File: config.mk
export PLATFORM = sky130hd
export DESIGN_NAME = snd_cmd_bridge
export DESIGN_NICKNAME = d
export VERILOG_FILES = /design/src/rtl/snd_bridge_pkg.sv /design/src/rtl/snd_cmd_slot.sv /design/src/rtl/snd_io_decode.sv /design/src/rtl/snd_handshake.sv /design/src/rtl/snd_cmd_bridge.sv
export SDC_FILE = /design/constraint.sdc
export NUM_CORES = 1
export LEC_CHECK = 0
export ABC_CLOCK_PERIOD_IN_PS = 800
export BUFFER_PORTS_ARGS = -buffer_cell sky130_fd_sc_hd__buf_2
export CORE_ASPECT_RATIO = 0.9
export CORE_UTILIZATION = 37
export CTS_BUF_LIST = sky130_fd_sc_hd__clkbuf_16
export DETAILED_ROUTE_END_ITERATION = 8
export MAX_ROUTING_LAYER = met4
export PLACE_DENSITY_LB_ADDON = 0.05
export SLEW_MARGIN = 20
export SYNTH_ARGS = -nofsm -noshare
export SYNTH_HDL_FRONTEND = slang
export SYNTH_SLANG_ARGS = --single-unit
File: constraint.sdc
create_clock -name clk_i -period 0.8 [get_ports clk_i]
set_input_delay 0.12 -clock clk_i [delete_from_list [all_inputs] [get_ports clk_i]]
set_output_delay 0.12 -clock clk_i [all_outputs]
set_load 0.05 [all_outputs]
File: src/rtl/snd_bridge_pkg.sv
package snd_bridge_pkg;
  localparam logic [7:0] SLOT_BASE  = 8'h00;
  localparam int         SLOT_STEP  = 4;
  localparam logic [7:0] ACK_ADDR   = 8'h0C;
  localparam logic [7:0] FLOAT_DATA = 8'hFF;
endpackage

File: src/rtl/snd_cmd_slot.sv
module snd_cmd_slot #(
  parameter int CMD_W = 8
) (
  input  logic             clk_i,
  input  logic             rst_ni,
  input  logic             we_i,
  input  logic [CMD_W-1:0] d_i,
  output logic [CMD_W-1:0] q_o
);
  always_ff @(posedge clk_i or negedge rst_ni) begin
    if (!rst_ni)   q_o <= '0;
    else if (we_i) q_o <= d_i;
  end
endmodule

File: src/rtl/snd_io_decode.sv
module snd_io_decode
  import snd_bridge_pkg::*;
#(
  parameter int NUM_SLOT = 2,
  parameter int CMD_W    = 8,
  parameter int DEC_W    = 8
) (
  input  logic [DEC_W-1:0]          addr_i,
  input  logic                      rd_i,
  input  logic [NUM_SLOT*CMD_W-1:0] slots_i,
  output logic [CMD_W-1:0]          rdata_o,
  output logic                      ack_o
);
  logic [NUM_SLOT-1:0] hit;

  for (genvar i = 0; i < NUM_SLOT; i++) begin : g_hit
    localparam logic [DEC_W-1:0] SlotAddr = DEC_W'(SLOT_BASE) + DEC_W'(i * SLOT_STEP);
    assign hit[i] = (addr_i == SlotAddr);
  end

  always_comb begin
    rdata_o = CMD_W'(FLOAT_DATA);
    for (int i = 0; i < NUM_SLOT; i++) begin
      if (hit[i]) rdata_o = slots_i[i*CMD_W +: CMD_W];
    end
  end

  assign ack_o = rd_i && (addr_i == DEC_W'(ACK_ADDR));
endmodule

File: src/rtl/snd_handshake.sv
module snd_handshake (
  input  logic clk_i,
  input  logic rst_ni,
  input  logic host_wr_i,
  input  logic ack_i,
  output logic nmi_o,
  output logic ready_o
);
  always_ff @(posedge clk_i or negedge rst_ni) begin
    if (!rst_ni) begin
      nmi_o   <= 1'b0;
      ready_o <= 1'b1;
    end else begin
      nmi_o <= host_wr_i;
      // host write outranks a same-cycle acknowledge
      if (host_wr_i)  ready_o <= 1'b0;
      else if (ack_i) ready_o <= 1'b1;
    end
  end
endmodule

File: src/rtl/snd_cmd_bridge.sv
module snd_cmd_bridge #(
  parameter int NUM_SLOT = 2,
  parameter int CMD_W    = 8,
  parameter int ADDR_W   = 16,
  parameter int DEC_W    = 8,
  parameter int STAT_W   = 16,
  parameter int RDY_BIT  = 5
) (
  input  logic                       clk_i,
  input  logic                       rst_ni,
  input  logic                       host_wr_i,
  input  logic [NUM_SLOT*CMD_W-1:0]  host_wdata_i,
  output logic [STAT_W-1:0]          host_status_o,
  input  logic [ADDR_W-1:0]          snd_addr_i,
  input  logic                       snd_rd_i,
  input  logic                       snd_wr_i,
  output logic [CMD_W-1:0]           snd_rdata_o,
  output logic                       snd_nmi_o
);
  localparam int HostW = NUM_SLOT * CMD_W;

  logic [HostW-1:0] slots;
  logic             ack;
  logic             ready;
  logic             unused_snd;

  // slot 0 takes the most significant byte of the host word
  for (genvar i = 0; i < NUM_SLOT; i++) begin : g_slot
    snd_cmd_slot #(.CMD_W(CMD_W)) u_slot (
      .clk_i (clk_i),
      .rst_ni(rst_ni),
      .we_i  (host_wr_i),
      .d_i   (host_wdata_i[(NUM_SLOT-1-i)*CMD_W +: CMD_W]),
      .q_o   (slots[i*CMD_W +: CMD_W])
    );
  end

  snd_io_decode #(.NUM_SLOT(NUM_SLOT), .CMD_W(CMD_W), .DEC_W(DEC_W)) u_dec (
    .addr_i (snd_addr_i[DEC_W-1:0]),
    .rd_i   (snd_rd_i),
    .slots_i(slots),
    .rdata_o(snd_rdata_o),
    .ack_o  (ack)
  );

  snd_handshake u_hs (
    .clk_i    (clk_i),
    .rst_ni   (rst_ni),
    .host_wr_i(host_wr_i),
    .ack_i    (ack),
    .nmi_o    (snd_nmi_o),
    .ready_o  (ready)
  );

  always_comb begin
    host_status_o          = '0;
    host_status_o[RDY_BIT] = ready;
  end

  // sound-side writes are accepted and dropped
  assign unused_snd = snd_wr_i ^ (^snd_addr_i[ADDR_W-1:DEC_W]);
endmodule

Yosys cells after proc, flatten, opt, wreduce, memory -nomap -nowiden. Index checks and enable logic that the tools add are counted.

Eq/ne operators: 2. Mux-type cells: 4. Reduce and logical (&&, ||, !) cells: 3.

Operators by type and width (number): $mux W8 (2); $eq A8 B3 Y1 const B (1); $eq A8 B4 Y1 const B (1); $logic_not A8 Y1 (1); $mux W1 (2); $reduce_bool A2 Y1 (1); $logic_and A1 B1 Y1 (1).

Flip-flop bits (word level): 18. Output and inout bits: 25. Word-level logic and storage cells: 13.

Logic depth before layout (Yosys ltp). Gate-level depths: netlist (run 1).

Depth in word-level cells: 4. Depth in mapped cells: 4.

Cells and area by module. From an unflattened synthesis (run 1), not the netlist that was laid out.

Cell total of the unflattened synthesis: 75. Area, all modules: 1023.5 um2.

By module, submodules not included: snd_cmd_slot (times used 2, cells an instance 17, area each 331.6 um2, seq. area each 200.2 um2); snd_io_decode (times used 1, cells an instance 21, area each 175.2 um2, seq. area each 0.0 um2); snd_cmd_bridge (times used 1, cells an instance 17, area each 123.9 um2, seq. area each 0.0 um2); snd_handshake (times used 1, cells an instance 3, area each 61.3 um2, seq. area each 51.3 um2).

Worst setup path after synthesis (run 1). OpenSTA, ideal clock, no wires.

Path type: input port to output port. From: in snd_addr_i[5]. To: out snd_rdata_o[0]. Data arrival time: 1098 ps. Data required time: 680 ps. Slack: -418 ps. Stages on the path: 2. Buffers on the path: 0. Path through: nor4_4 > nand4b_1.

Cells in the longest elaborated chain, start to end: 3.

RTL lines: start: declaration (line snd_cmd_bridge.sv:14) `input logic [ADDR_W-1:0] snd_addr_i,`; $logic_not A8 Y1 (line snd_io_decode.sv:18) `assign hit[i] = (addr_i == SlotAddr);`; $mux W8 (line snd_io_decode.sv:24) `if (hit[i]) rdata_o = slots_i[i*CMD_W +: CMD_W];`; $mux W8 (*) (line snd_io_decode.sv:24); end: declaration (line snd_cmd_bridge.sv:17) `output logic [CMD_W-1:0] snd_rdata_o,`.

Every way passes the cells marked *; elsewhere a longest branch is shown, timed or not.

Final worst setup path (run 1).
From: reg g_slot[1].u_slot.q_o[3]. To: out snd_rdata_o[3].

Cells in the longest elaborated chain, start to end: 1.

RTL lines: start: declaration (line snd_cmd_slot.sv:8) `output logic [CMD_W-1:0] q_o`; start signal: assignment (line snd_cmd_slot.sv:12) `else if (we_i) q_o <= d_i;`; $mux W8 (line snd_io_decode.sv:24).

No other way between the ends.

==> metrics.txt, run 1 <==
total gr overflow=0; final setup vio count=14; final hold vios=0; Reg clk slew, reported paths=0.05 ns; # clock sinks=18; Startpoint Class=flip-flop; crit end category=output port; Post-Layout Inst Area=roughly 0.0013 mm2; starting density of the core=39.4%; critical path type=flip-flop to output port; fin crit period=about 1.2 ns; Peak VDD IR=1.23 mV; drt first-iter violations=6; die area=0.00284 mm2; RSZ-0062 raised after global routing=true; post-placement cell area=around 0.0011 mm2; CP cell instances=mux2i_1 -> nand4b_1 -> buf_6; final worst slack=-0.411 ns; DRC Markers=0; initial antenna violation count=0; global-route wire length before repair=3150 um; TritonCTS clock tree=built; failing checks=setup timing; final WL=1820 um; hold slack final=a little over 0.1 ns; leakage=about 0.65 nW; HP Class=input port to flip-flop; Storage cell area=approximately 450 um2; area added between synthesis and finish=38.1%; Synth area leader=dfrtp_1; share of layout cells above drive strength 1=55.0%; Critical Path Fanout Max=2; GRT Total Usage=approximately 15%; fill count=223; Ports=62; DP Cell Count=roughly 140; area fraction of the dominant cell type after synthesis=a little over two fifths; sequential-to-total area share from yosys stat=between 40 and 50%; synth warn=0; via count=702; largest net degree at the start of global routing=19; clk buf depth=2; reg2reg path depth=2; Die Ht=50.6 um; vias in the first global route=roughly 730; R2R Setup Slk=-0.06 ns; Yosys reg bits=18; vias per cell=4.74; Pwr Total=0.00252 W; Final nets=~160; Max Freq=about 0.83 GHz; row cnt=17; fin crit share=151%; port bufs=37; Chip Width=56.0 um; H-tree depth=1; count of cell types in the netlist=13; CTS Buf Count=3; Final ANT Viol Nets=0; Synth Instances=75; area of the core=between 0.002 and 0.0025 mm2; CTS root buf=clkbuf_16; Worst Clk Skew=0 ns; crit path DAT=approximately 1.1 ns; largest stage delay on the critical path=~0.37 ns; hold depth=2; # diodes=0; Worst Path Required=between 0.6 and 0.7 ns; Max stage delay cell, worst path=dfrtp_1; Syn Area/Cell=about 13 um2; largest cells by area after synthesis=dfrtp_1 44%, mux2_2 19%, buf_4 13%; worst-skew pair later-pin latency=0.24 ns; PwrDens=between 1500 and 2000 mW/mm2; status=finished, violations left; total iterations of the first detailed-routing run=4; footprint of the multi-input gates=432 um2; detailed-route wire length per cell=between 10 and 15 um; Max Cap Viol=0; Final Max Tran Viols=0; final cell count without fillers=between 100 and 150; Post-Syn Area=roughly 1000 um2; Placer Congestion=roughly 0.66
## worst paths after layout
kind,start,endpoint
hold reg to reg,g_slot[1].u_slot.q_o[2],g_slot[1].u_slot.q_o[2]
max in group asynchronous,rst_ni,u_hs.ready_o
setup / recovery,g_slot[1].u_slot.q_o[3],snd_rdata_o[3]
setup reg to reg,g_slot[0].u_slot.q_o[2],g_slot[0].u_slot.q_o[2]
min in group asynchronous,rst_ni,g_slot[0].u_slot.q_o[5]
hold / removal,host_wdata_i[11],g_slot[0].u_slot.q_o[3]
## synthesized netlist by cell type, drive strengths merged
cell type	n
dfstp	1
conb	1
mux2	16
nor4	1
nand4b	8
mux2i	8
a32o	1
dfrtp	17
and4b	1
inv	1
buf	19
nor2	1
## stage by stage
step                setup slack, ns  setup TNS (ns)  util, %
floorplan                    -0.412           -3.31        -
global placement             -0.359           -3.36     46.6
detailed placement           -0.344           -3.52     46.6
CTS                          -0.436           -3.64     54.1
global route                 -0.493           -4.32     54.4
finish                       -0.411           -3.55     54.4
## power by group
part | switching [W] | total, W | internal (W)
combinational | 0.000296 | 0.000508 | 0.000213
clock | 0.000310 | 0.000973 | 0.000663
sequential | 0.0000404 | 0.00104 | 0.000996
## sequential cells by signal, indices dropped and copies added (netlist names)
| signal | flops |
|---|---|
| g_slot.u_slot.q_o | 16 |
| u_hs.nmi_o | 1 |
| u_hs.ready_o | 1 |
## timing repair
item | in CTS | in global routing
hold buffers | 1 | 0
resized for setup | 21 | 2
buffers inserted | 4 | 0
endpoints found under the setup margin | 10 | 14
pin swaps | 8 | 1
hold endpoints to repair | 17 | 0
## cells in the final DEF, fill, tap and decap left out, drive strengths merged
cell	instances
dfstp	1
dlygate4sd3	1
clkbuf	3
mux2i	8
nor2	1
and4b	1
buf	45
dfrtp	17
nand4b	8
mux2	16
inv	2
a32o	1
nor4	1
conb	15
## cell type report
class	instances	share of cell area, %
clock buffers	3	5.59
clock inverters	1	0.280
inverters	1	0.280
multi-input cells	51	32.2
flip-flops and latches	18	33.6
well taps	28	2.61
repair buffers	46	25.4
## critical path: cells and delay by family, from the launching register on
kind                   cells  cell delay, ns
buffers and inverters      1            0.18
flip-flops                 1            0.37
multiplexers               1            0.15
AND/OR/NAND/NOR            1            0.14
## cells by family after synthesis
logic type,synth area share (%)
AOI/OAI and AO/OA,1.03
buffers and inverters,14.5
DFF,46.5
muxes,26.8
other,0.386
and+or+nand+nor,10.8
## routing by layer
layer,vias up,share of wire (%),track usage [%]
met4,0,0.55,4.88
met5,-,0,-
li1,326,-,-
met1,339,42,16.8
met3,2,6.8,2.84
met2,35,50,26.4
Power figures use the tool's default switching activity.
==> inputs of run 2 (changes only) <==
Settings changed: TNS_END_PERCENT from default to 30.
==> run 2 against run 1 <==
The flow still finishes with violations (setup timing). Critical path depth did not move. Utilization fell by 1.2 points. Via count fell by 1.7%. Register-to-register slack barely moved. Clock power barely moved. Non-clock buffer count fell by 3. Fmax rose by 0.25%. Clock skew did not move. Sequential power barely moved.
==> metrics.txt, run 2 (synthesis gave the netlist of run 1 again) <==
fin crit period=1.21 ns (-0.00301 ns); final WL=1710 um (-5.7%); die area=0.00284 mm2 (unchanged); initial antenna violation count=0 (unchanged); Util after Layout=53.2% (-1.2 points); Largest register FFs=16 (unchanged); post-place setup slack=-0.363 ns (-0.0187 ns); area added between synthesis and finish=35.0%; HP Class=input port to flip-flop; CP cell instances=mux2i_1 -> nand4b_1 -> buf_6; Final Max Tran Viols=0 (unchanged); crit path DAT=1.09 ns (about the same); Reg clk slew, reported paths=0.05 ns (about the same); RSZ-0062 raised after global routing=true; total iterations of the first detailed-routing run=2 (-2); Worst Path Required=0.68 ns (about the same); crit end category=output port; critical path type=flip-flop to output port; R2R Setup Slk=-0.06 ns (about the same); Final nets=155 (-1.9%); Placer Congestion=0.623 (-5.3%); final worst slack=-0.408 ns (+0.00301 ns); DP Cell Count=139 (unchanged); PwrDens=1890 mW/mm2 (+0.87%); HP Start=host_wr_i; detailed-route wire length per cell=11.8 um (-3.7%); leakage=0.630 nW (-3.2%); area of the core=0.00247 mm2 (unchanged); met3 wire len=115 um (-6.5%); hold depth=1 (-1); vias per cell=4.76 (+0.32%); reg2reg path depth=2 (unchanged); # diodes=0 (unchanged); Worst Clk Skew=0 ns (unchanged); R2R Path End=g_slot[0].u_slot.q_o[3]; Startpoint Class=flip-flop; final cell count without fillers=145 (-2.0%); final setup vio count=11 (-3); H-tree depth=1 (unchanged); CTS Buf Count=3 (unchanged); most frequent cells in the layout=27 x buf_2, 17 x dfrtp_1, 16 x mux2_2, 15 x conb_1, 9 x buf_6; largest stage delay on the critical path=0.37 ns (about the same); worst-skew pair later-pin latency=0.24 ns (about the same); Max stage delay cell, worst path=dfrtp_1; clk buf depth=2 (unchanged); GRT Total Usage=13.9% (-0.91 points); most common cell after layout, fill and taps aside=buf_2; via count=690 (-1.7%); DR WL met2=859 um (-6.0%); starting density of the core=39.4% (unchanged); post-placement cell area=0.00115 mm2 (unchanged); Critical Path Fanout Max=2 (unchanged); failing checks=setup timing; Chip Width=56.0 um (unchanged); fin crit share=151% (-0.38 points); WL met1=728 um (-5.1%); largest register by flop count=g_slot.u_slot.q_o; worst r2r src=g_slot[0].u_slot.q_o[3]; # clock sinks=18 (unchanged); share of layout cells above drive strength 1=53.8% (-1.2 points); CTS root buf=clkbuf_16; Largest regs=g_slot.u_slot.q_o x16, u_hs.nmi_o x1, u_hs.ready_o x1; row cnt=17 (unchanged); Max Cap Viol=0 (unchanged); Post-Layout Inst Area=0.00131 mm2 (-2.2%); Pwr Total=0.00248 W (-1.4%); final hold vios=0 (unchanged); total gr overflow=0 (unchanged); vias in the first global route=680 (-7.1%); Max Freq=0.828 GHz (+0.25%); global-route wire length before repair=2990 um (-5.0%); port bufs=37 (unchanged); Ports=62 (unchanged); Final ANT Viol Nets=0 (unchanged); drt first-iter violations=2 (-4); DRC Markers=0 (unchanged); status=finished, violations left; hold path endpoint=u_hs.nmi_o; largest net degree at the start of global routing=19 (unchanged); TritonCTS clock tree=built; Peak VDD IR=1.20 mV (-1.9%); DR top layer=met4; Die Ht=50.6 um (unchanged)
==> run 2: report_power, final <==
group | switching (W) | internal [W]
combinational | 0.000287 | 0.000189
clock | 0.000309 | 0.000663
sequential | 0.0000388 | 0.000996
total | 0.000635 | 0.00185
==> run 2: how the worst max path moves through the flow <==
stage / start / end / slack [ns] / depth (start not counted)
final: g_slot[1].u_slot.q_o[4] / snd_rdata_o[4] / -0.41 / 3
after global routing: g_slot[1].u_slot.q_o[2] / snd_rdata_o[2] / -0.47 / 3
after CTS: g_slot[1].u_slot.q_o[4] / snd_rdata_o[4] / -0.42 / 3
after detailed placement: snd_addr_i[5] / snd_rdata_o[4] / -0.36 / 5
after global placement: snd_addr_i[5] / snd_rdata_o[1] / -0.34 / 5
after floorplan: snd_addr_i[5] / snd_rdata_o[0] / -0.41 / 2
==> run 2: final cells by class <==
| type | count | area [um2] |
|---|---|---|
| inverters | 1 | 3.75 |
| repair buffers | 43 | 312 |
| fillers | 231 | 1150 |
| clock inverters | 1 | 3.75 |
| well taps | 28 | 35.0 |
| flip-flops and latches | 18 | 452 |
| clock buffers | 3 | 75.1 |
| multi-input cells | 51 | 432 |
==> run 2: critical path, delay by kind of cell, from the launching register on <==
kind                   cells  cell delay (ns)
muxes                      1             0.14
buffers and inverters      1             0.18
and+or+nand+nor            1             0.15
DFF                        1             0.37
==> run 2: through the flow <==
stage / TNS [ns] / hold slack [ns]
2_1_floorplan: -4.41 / -0.176
3_3_place_gp: -3.65 / 0.0711
3_5_place_dp: -3.92 / 0.0723
4_1_cts: -3.47 / 0.0401
5_1_grt: -4.08 / 0.0463
6_report: -3.41 / 0.0409
==> run 2: timing repair <==
action / 4_1_cts / 5_1_grt
hold buffers: 1 / 0
hold endpoints to repair: 17 / 0
setup endpoints to repair: 10 / 10
setup buffers: 0 / 1
pin swaps: 8 / 1
gates resized for setup: 21 / 0
==> run 2: layer usage <==
layer	vias to the layer above	track usage, %
li1	322	-
met1	330	15.7
met2	36	24.4
met3	2	3.09
met4	0	4.88
met5	-	-
